$ cat config.mk
export PLATFORM = sky130hd
export DESIGN_NAME = uart_core
export DESIGN_NICKNAME = d
export VERILOG_FILES = /design/src/rtl/uart_pkg.sv /design/src/rtl/uart_baud.sv /design/src/rtl/uart_tx.sv /design/src/rtl/uart_rx.sv /design/src/rtl/uart_core.sv
export SDC_FILE = /design/constraint.sdc
export NUM_CORES = 1
export LEC_CHECK = 0
export BUFFER_PORTS_ARGS = -buffer_cell sky130_fd_sc_hd__buf_4
export CORE_MARGIN = 3
export CORE_UTILIZATION = 54
export CTS_BUF_LIST = sky130_fd_sc_hd__clkbuf_16
export DETAILED_ROUTE_END_ITERATION = 8
export PLACE_DENSITY = 0.76
export SYNTH_ARGS = -nofsm -noshare
export SYNTH_HDL_FRONTEND = slang
export SYNTH_SLANG_ARGS = --single-unit
export TNS_END_PERCENT = 50
$ cat constraint.sdc
create_clock -name clk -period 2.25 [get_ports clk]
set_input_delay 0.1125 -clock clk [delete_from_list [all_inputs] [get_ports clk]]
set_output_delay 0.1125 -clock clk [all_outputs]
set_load 0.005 [all_outputs]
$ cat src/rtl/uart_pkg.sv
package uart_pkg;
  localparam int PAY_W = 9;
  localparam int FRM_W = PAY_W + 2;

  typedef enum logic [1:0] {RX_IDLE, RX_START, RX_BITS} rx_state_t;

  // payload length in bits for a mode code
  function automatic logic [3:0] pay_len(input logic [1:0] m);
    case (m)
      2'b00:   return 4'd5;
      2'b01:   return 4'd8;
      default: return 4'd9;
    endcase
  endfunction

  // data length once an optional parity bit is taken out
  function automatic logic [3:0] data_len(input logic [1:0] m, input logic pe);
    return pay_len(m) - {3'b000, pe};
  endfunction

  // prescaler ratio for a select code
  function automatic logic [6:0] pre_div(input logic [1:0] s);
    case (s)
      2'b00:   return 7'd4;
      2'b01:   return 7'd6;
      2'b10:   return 7'd13;
      default: return 7'd65;
    endcase
  endfunction

  function automatic logic [PAY_W-1:0] low_mask(input logic [3:0] n);
    logic [PAY_W:0] t;
    t = ({{PAY_W{1'b0}}, 1'b1} << n) - 1'b1;
    return t[PAY_W-1:0];
  endfunction
endpackage

$ cat src/rtl/uart_baud.sv
module uart_baud #(
  parameter int RSEL_W = 3
) (
  input  logic              clk,
  input  logic              rst_n,
  input  logic [1:0]        pre_sel,
  input  logic [RSEL_W-1:0] rate_sel,
  input  logic              ext_sel,
  input  logic              ext_clk,
  output logic              tick
);
  import uart_pkg::*;

  localparam int RCNT_W = (1 << RSEL_W) - 1;
  localparam int PCNT_W = 7;

  logic [PCNT_W-1:0] pre_cnt, pre_lim;
  logic [RCNT_W-1:0] rate_cnt, rate_lim;
  logic              pre_stb, int_tick, ext_tick;
  logic [2:0]        ext_q;

  assign pre_lim  = pre_div(pre_sel) - 7'd1;
  assign pre_stb  = (pre_cnt >= pre_lim);
  assign rate_lim = ~({RCNT_W{1'b1}} << rate_sel);
  assign int_tick = pre_stb && (rate_cnt >= rate_lim);
  assign ext_tick = ext_q[1] && !ext_q[2];
  assign tick     = ext_sel ? ext_tick : int_tick;

  always_ff @(posedge clk or negedge rst_n) begin
    if (!rst_n) begin
      pre_cnt  <= '0;
      rate_cnt <= '0;
      ext_q    <= '0;
    end else begin
      ext_q   <= {ext_q[1:0], ext_clk};
      pre_cnt <= pre_stb ? '0 : pre_cnt + 1'b1;
      if (pre_stb) rate_cnt <= (rate_cnt >= rate_lim) ? '0 : rate_cnt + 1'b1;
    end
  end
endmodule

$ cat src/rtl/uart_tx.sv
module uart_tx (
  input  logic       clk,
  input  logic       rst_n,
  input  logic       tick,
  input  logic [1:0] mode,
  input  logic       par_en,
  input  logic       par_odd,
  input  logic       in_valid,
  output logic       in_ready,
  input  logic [8:0] in_data,
  output logic       txd,
  output logic       moved
);
  import uart_pkg::*;

  logic [PAY_W-1:0] hold_q, dmask, pay;
  logic             hold_full, busy, par_bit, bit_end, last, load;
  logic [FRM_W-1:0] sh, frame, fill;
  logic [3:0]       tcnt, bleft, n, dl;

  always_comb begin
    n       = pay_len(mode);
    dl      = data_len(mode, par_en);
    dmask   = hold_q & low_mask(dl);
    par_bit = (^dmask) ^ par_odd;
    pay     = dmask;
    if (par_en) pay[dl] = par_bit;
    fill    = {FRM_W{1'b1}} << (n + 4'd1);
    frame   = ({2'b00, pay} << 1) | fill;
  end

  assign bit_end  = busy && tick && (tcnt == 4'd15);
  assign last     = bit_end && (bleft == 4'd1);
  assign load     = tick && hold_full && (!busy || last);
  assign in_ready = !hold_full;
  assign txd      = sh[0];

  always_ff @(posedge clk or negedge rst_n) begin
    if (!rst_n) begin
      hold_q    <= '0;
      hold_full <= 1'b0;
      busy      <= 1'b0;
      sh        <= '1;
      tcnt      <= '0;
      bleft     <= '0;
      moved     <= 1'b0;
    end else begin
      moved <= load;
      if (load) begin
        sh        <= frame;
        busy      <= 1'b1;
        tcnt      <= '0;
        bleft     <= n + 4'd2;
        hold_full <= 1'b0;
      end else begin
        if (busy && tick) tcnt <= tcnt + 4'd1;
        if (bit_end) begin
          sh    <= {1'b1, sh[FRM_W-1:1]};
          bleft <= bleft - 4'd1;
          if (last) busy <= 1'b0;
        end
        if (in_valid && !hold_full) begin
          hold_q    <= in_data;
          hold_full <= 1'b1;
        end
      end
    end
  end
endmodule

$ cat src/rtl/uart_rx.sv
module uart_rx (
  input  logic       clk,
  input  logic       rst_n,
  input  logic       tick,
  input  logic [1:0] mode,
  input  logic       par_en,
  input  logic       par_odd,
  input  logic       rxd,
  output logic       out_valid,
  input  logic       out_ready,
  output logic [8:0] out_data,
  input  logic       err_clr,
  output logic       err,
  output logic       par_err
);
  import uart_pkg::*;

  rx_state_t        st;
  logic [1:0]       sync_q;
  logic             rx, armed;
  logic [3:0]       cnt, bidx, n, dl;
  logic [PAY_W-1:0] sh, got;
  logic             bad_par, stop_now, frame_ok, frame_bad, rd, ovr;

  assign rx = sync_q[1];
  assign n  = pay_len(mode);
  assign dl = data_len(mode, par_en);

  always_comb begin
    got       = sh & low_mask(dl);
    bad_par   = par_en && ((^(sh & low_mask(n))) != par_odd);
    stop_now  = (st == RX_BITS) && tick && (cnt == 4'd15) && (bidx == n);
    frame_ok  = stop_now && rx;
    frame_bad = stop_now && !rx;
    rd        = out_valid && out_ready;
    ovr       = frame_ok && out_valid && !rd;
  end

  always_ff @(posedge clk or negedge rst_n) begin
    if (!rst_n) begin
      sync_q <= 2'b11;
      st     <= RX_IDLE;
      armed  <= 1'b0;
      cnt    <= '0;
      bidx   <= '0;
      sh     <= '0;
    end else begin
      sync_q <= {sync_q[0], rxd};
      case (st)
        RX_IDLE: begin
          if (tick && rx) armed <= 1'b1;
          if (tick && !rx && armed) begin
            st    <= RX_START;
            cnt   <= '0;
            armed <= 1'b0;
          end
        end
        RX_START: begin
          if (tick) begin
            if (rx) st <= RX_IDLE;
            else if (cnt == 4'd7) begin
              st   <= RX_BITS;
              cnt  <= '0;
              bidx <= '0;
              sh   <= '0;
            end else cnt <= cnt + 4'd1;
          end
        end
        default: begin
          if (tick) begin
            cnt <= cnt + 4'd1;
            if (cnt == 4'd15) begin
              if (bidx == n) st <= RX_IDLE;
              else begin
                sh[bidx] <= rx;
                bidx     <= bidx + 4'd1;
              end
            end
          end
        end
      endcase
    end
  end

  always_ff @(posedge clk or negedge rst_n) begin
    if (!rst_n) begin
      out_valid <= 1'b0;
      out_data  <= '0;
      err       <= 1'b0;
      par_err   <= 1'b0;
    end else begin
      if (frame_ok && !ovr) begin
        out_data  <= got;
        out_valid <= 1'b1;
      end else if (rd) out_valid <= 1'b0;
      if (frame_bad || ovr) err <= 1'b1;
      else if (err_clr)     err <= 1'b0;
      if (frame_ok && !ovr && bad_par) par_err <= 1'b1;
      else if (err_clr)                par_err <= 1'b0;
    end
  end
endmodule

$ cat src/rtl/uart_core.sv
module uart_core #(
  parameter int RSEL_W = 3
) (
  input  logic              clk,
  input  logic              rst_n,
  input  logic [1:0]        mode,
  input  logic              par_en,
  input  logic              par_odd,
  input  logic [1:0]        pre_sel,
  input  logic [RSEL_W-1:0] rate_sel,
  input  logic              ext_sel,
  input  logic              ext_clk,
  input  logic              tx_valid,
  output logic              tx_ready,
  input  logic [8:0]        tx_data,
  output logic              txd,
  output logic              tx_irq,
  input  logic              rxd,
  output logic              rx_valid,
  input  logic              rx_ready,
  output logic [8:0]        rx_data,
  input  logic              err_clr,
  output logic              err,
  output logic              par_err,
  output logic              rx_irq
);
  logic tick;

  uart_baud #(.RSEL_W(RSEL_W)) u_baud (
    .clk(clk), .rst_n(rst_n), .pre_sel(pre_sel), .rate_sel(rate_sel),
    .ext_sel(ext_sel), .ext_clk(ext_clk), .tick(tick)
  );

  uart_tx u_tx (
    .clk(clk), .rst_n(rst_n), .tick(tick), .mode(mode), .par_en(par_en),
    .par_odd(par_odd), .in_valid(tx_valid), .in_ready(tx_ready),
    .in_data(tx_data), .txd(txd), .moved(tx_irq)
  );

  uart_rx u_rx (
    .clk(clk), .rst_n(rst_n), .tick(tick), .mode(mode), .par_en(par_en),
    .par_odd(par_odd), .rxd(rxd), .out_valid(rx_valid), .out_ready(rx_ready),
    .out_data(rx_data), .err_clr(err_clr), .err(err), .par_err(par_err)
  );

  assign rx_irq = rx_valid || err || par_err;
endmodule

==> results.sh <==
export IMPL_clockBufferDepth=2
export IMPL_place_area_um2=5480
export IMPL_finalHoldViolCount=0
export IMPL_r2r_end="u_rx.out_data[5]"
export IMPL_arrival_ns=2.56
export IMPL_wl_um=11300
export IMPL_max_cap_violations=0
export IMPL_regArea_um2=2070
export IMPL_hold_class="input port to flop"
export IMPL_start_kind="flop"
export IMPL_hpwl_um=8100
export IMPL_seq_power_share=0.379
export IMPL_synth_simple_area_share=0.191
export IMPL_ant_nets=0
export IMPL_p_clk_frac=0.268
export IMPL_slew_headroom=0.576
export IMPL_synth_top_family_by_area="simple AND/OR/NAND/NOR gates"
export IMPL_wl_per_cell_um=16.0
export IMPL_die_h_um=99.4
export IMPL_syn_to_final_growth_pct=28.2
export IMPL_r2r_cells=8
export IMPL_worst_setup_path_end_kind="flop"
export IMPL_antenna_found_initial=0
export IMPL_ys_types=60
export IMPL_numClockSinks=82
export IMPL_ys_ff_latch=82
export IMPL_synth_area_mux_share=0.0496
export IMPL_cts_buffers=9
export IMPL_cts_tree="built"
export IMPL_dr_first_iter_drc_count=192
export IMPL_die_area_um2=9890
export IMPL_clkTransAtPathRegs_ns=0.07
export IMPL_rsz0062_at_grt="yes"
export IMPL_seq_area_frac_synth=0.439
export IMPL_drive_gt1_frac=0.264
export IMPL_p_int_w=0.00398
export IMPL_grt_pass1_wl_um=19000
export IMPL_powerDensity_nw_per_um2=984
export IMPL_die_w_um=99.4
export IMPL_critPathCapture="u_rx.out_data[5]"
export IMPL_grt_overflow_total=0
export IMPL_fin_crit_sh=1.04
export IMPL_min_period_ns=2.34
export IMPL_synth_edff_count=0
export IMPL_synth_compound_area_frac=0.145
export IMPL_tns_ns=-0.413
export IMPL_ioPinCount=42
export IMPL_slowest_delay_ns=0.49
export IMPL_tightest_slew_ns=0.636
export IMPL_num_rows=33
export IMPL_synth_main_ff_cell="dfrtp_1"
export IMPL_io_buffer_count=41
export IMPL_cp_startpoint="u_baud.pre_cnt[1]"
export IMPL_drc=0
export IMPL_vias=4032
export IMPL_synth_xor_area_frac=0.0512
export IMPL_maxSlewViolCount=0
export IMPL_synth_area_top_cells="dfrtp_1 37%, ha_1 8.2%, dfstp_2 7.2%, o21ai_0 4.0%, nand2_1 3.6%"
export IMPL_first_pass_iters=5
export IMPL_avgSynthCellArea_um2=9.51
export IMPL_fin_area_um2=6040
export IMPL_synth_top_cell_by_area="dfrtp_1"
export IMPL_share_comb_of_total_power=0.353
export IMPL_synthArstFlopShare=1.00
export IMPL_yosysWarnings=0
export IMPL_total_power_w=0.00595
export IMPL_setup_ws_ns=-0.0913
export IMPL_grt_pass1_vias=4161
export IMPL_path_class="flop to flop"
export IMPL_netSwitchingPower_w=0.00197
export IMPL_core_area_um2=8340
export IMPL_gp_congestion=0.913
export IMPL_netlist_area_um2=4710
export IMPL_violations="setup timing"
export IMPL_synth_adder_area_share=0.0823
export IMPL_num_fill_cells=598
export IMPL_required_ns=2.47
export IMPL_cts_max_level=3
export IMPL_cp_slowest_cell="or3_4"
export IMPL_via_per_inst=5.69
export IMPL_status="finished with violations"
export IMPL_clk_latency_ns=0.34
export IMPL_worst_clock_skew_ns=0.00972
export IMPL_final_net_count=655
export IMPL_rr_startpoint="u_baud.pre_cnt[1]"
export IMPL_start_util=0.565
export IMPL_grt_usage=0.238
export IMPL_root_buffer="clkbuf_16"
export IMPL_crit_fanout=5
export IMPL_syn_inst=496
export IMPL_path_cells="ha_4, nor2b_4, o2111ai_2, a21oi_2, o211ai_1, or3_4, and2_4, a31o_1"
export IMPL_p_leak_nw=2.89
export IMPL_swShare=0.331
export IMPL_fmax_mhz=427
export IMPL_irDropWorstVdd_v=0.000473
export IMPL_multi_input_area_um2=2580
export IMPL_synth_top_area_share=0.366
export IMPL_grt_max_degree=49
export IMPL_antenna_cells=0
export IMPL_setup_violations=9
export IMPL_rrSetupSlack_ns=-0.09
[power groups by stage]
stage	sequential [W]	clock (W)	combinational, W
after floorplan	0.00220	0	0.00130
after global routing	0.00230	0.00167	0.00235
after CTS	0.00224	0.00162	0.00202
final	0.00225	0.00159	0.00210
after detailed placement	0.00226	0	0.00194
after global placement	0.00225	0	0.00185
[area by class of cell]
class                      count  area share
clock buffer                   9      0.0373
clock inverter                 7      0.0166
inverter                      33      0.0205
multi-input combinational    370       0.426
sequential                    82       0.342
tap                          105      0.0217
timing repair buffer         102       0.135
[state kept, by name (all words and copies together), names as in the netlist, 2 cells and up]
register and count:
u_baud.ext_q 3, u_baud.pre_cnt 7, u_baud.rate_cnt 7, u_rx.bidx 4
u_rx.cnt 4, u_rx.out_data 9, u_rx.sh 9, u_rx.st 2
u_rx.sync_q 2, u_tx.bleft 4, u_tx.hold_q 9, u_tx.sh 11
u_tx.tcnt 4
[repair_timing]
item	in CTS	in global routing
resized for setup	11	18
pin swaps	4	6
endpoints found under the hold margin	50	0
setup buffers	1	4
hold buffers	8	0
setup endpoints to repair	35	44
[synthesized netlist by cell type (2+ instances only)]
cell type / number
mux2_4: 2
dfstp_2: 13
o221ai_1: 2
a31oi_1: 4
and2_0: 2
a21o_1: 3
buf_6: 2
and2_1: 2
a21oi_1: 23
o31ai_1: 4
nor4b_1: 2
nand4_1: 11
nor2_1: 43
nand3_1: 21
nor3b_1: 3
a32o_1: 5
xnor2_1: 18
nand3b_1: 4
a22oi_1: 2
o21ai_0: 38
buf_2: 2
clkbuf_1: 9
nor2b_1: 9
nand2_1: 45
a31o_1: 2
or3_1: 5
inv_1: 33
xor2_1: 7
nand2b_1: 12
mux2_2: 11
and3_1: 6
o22ai_1: 10
dfrtp_1: 69
ha_1: 31
mux2i_1: 8
o2bb2ai_1: 2
nor3_1: 6
o211ai_1: 3
[cells by family after synthesis]
group,count (synthesis)
other,1
AND/OR/NAND/NOR,179
flip-flops,82
XOR/XNOR,26
AO/OA/AOI/OAI,109
multiplexers,21
adder cells (fa/ha/maj),31
buffers and inverters,47
[layer usage]
layer  global-route usage  part of all wire  vias to the layer above
met5                    0                 0                        -
met4                0.107             0.024                        0
met3               0.0386             0.039                       22
met2                0.397              0.49                      112
met1                0.307              0.44                     1946
li1                     -                 -                     1952
[worst min-delay path by stage]
| stage | startpoint | endpoint | slack (ns) | depth (start not counted) |
|---|---|---|---|---|
| 2_1_floorplan | rst_n | u_baud.ext_q[0] | -0.18 | 0 |
| 3_3_place_gp | rst_n | u_baud.pre_cnt[0] | 0.17 | 1 |
| 3_5_place_dp | rst_n | u_baud.pre_cnt[3] | 0.18 | 1 |
| 4_1_cts | tx_data[2] | u_tx.hold_q[2] | 0.001 | 2 |
| 5_1_grt | tx_data[2] | u_tx.hold_q[2] | 0.01 | 2 |
| 6_report | tx_data[2] | u_tx.hold_q[2] | 0.005 | 2 |
[layout by cell type (no fill, tap or decap), types with 6 or more instances in the layout]
| cell | instances |
|---|---|
| nand2b_1 | 12 |
| dfstp_2 | 13 |
| dfrtp_1 | 69 |
| buf_4 | 90 |
| mux2i_1 | 8 |
| nor2_1 | 42 |
| ha_1 | 28 |
| xor2_1 | 7 |
| inv_1 | 33 |
| and3_1 | 6 |
| nand3_1 | 21 |
| nor2b_1 | 8 |
| o21ai_0 | 33 |
| xnor2_1 | 18 |
| o21ai_1 | 6 |
| a21oi_1 | 21 |
| clkbuf_16 | 9 |
| dlygate4sd3_1 | 8 |
| nand2_1 | 44 |
| mux2_2 | 11 |
| o22ai_1 | 10 |
| nand4_1 | 11 |
[critical path: cells and delay by family, from the launching register on]
kind / cells / cell delay [ns]
DFF: 1 / 0.40
AOI/OAI and AO/OA: 4 / 0.71
adders and majority gates: 1 / 0.29
and+or+nand+nor: 3 / 0.82
[stage by stage]
step                      std cells  hold WS, ns  worst slack [ns]   util
after CTS                       704      0.00104          -0.00259  0.713
after detailed placement        680        0.181            -0.265  0.656
after floorplan                 499       -0.183            0.0179      -
after global routing            708       0.0106            -0.167  0.725
after global placement          680        0.170            -0.200  0.656
final                           708      0.00509           -0.0913  0.725
(Power assumes the default switching activity.)
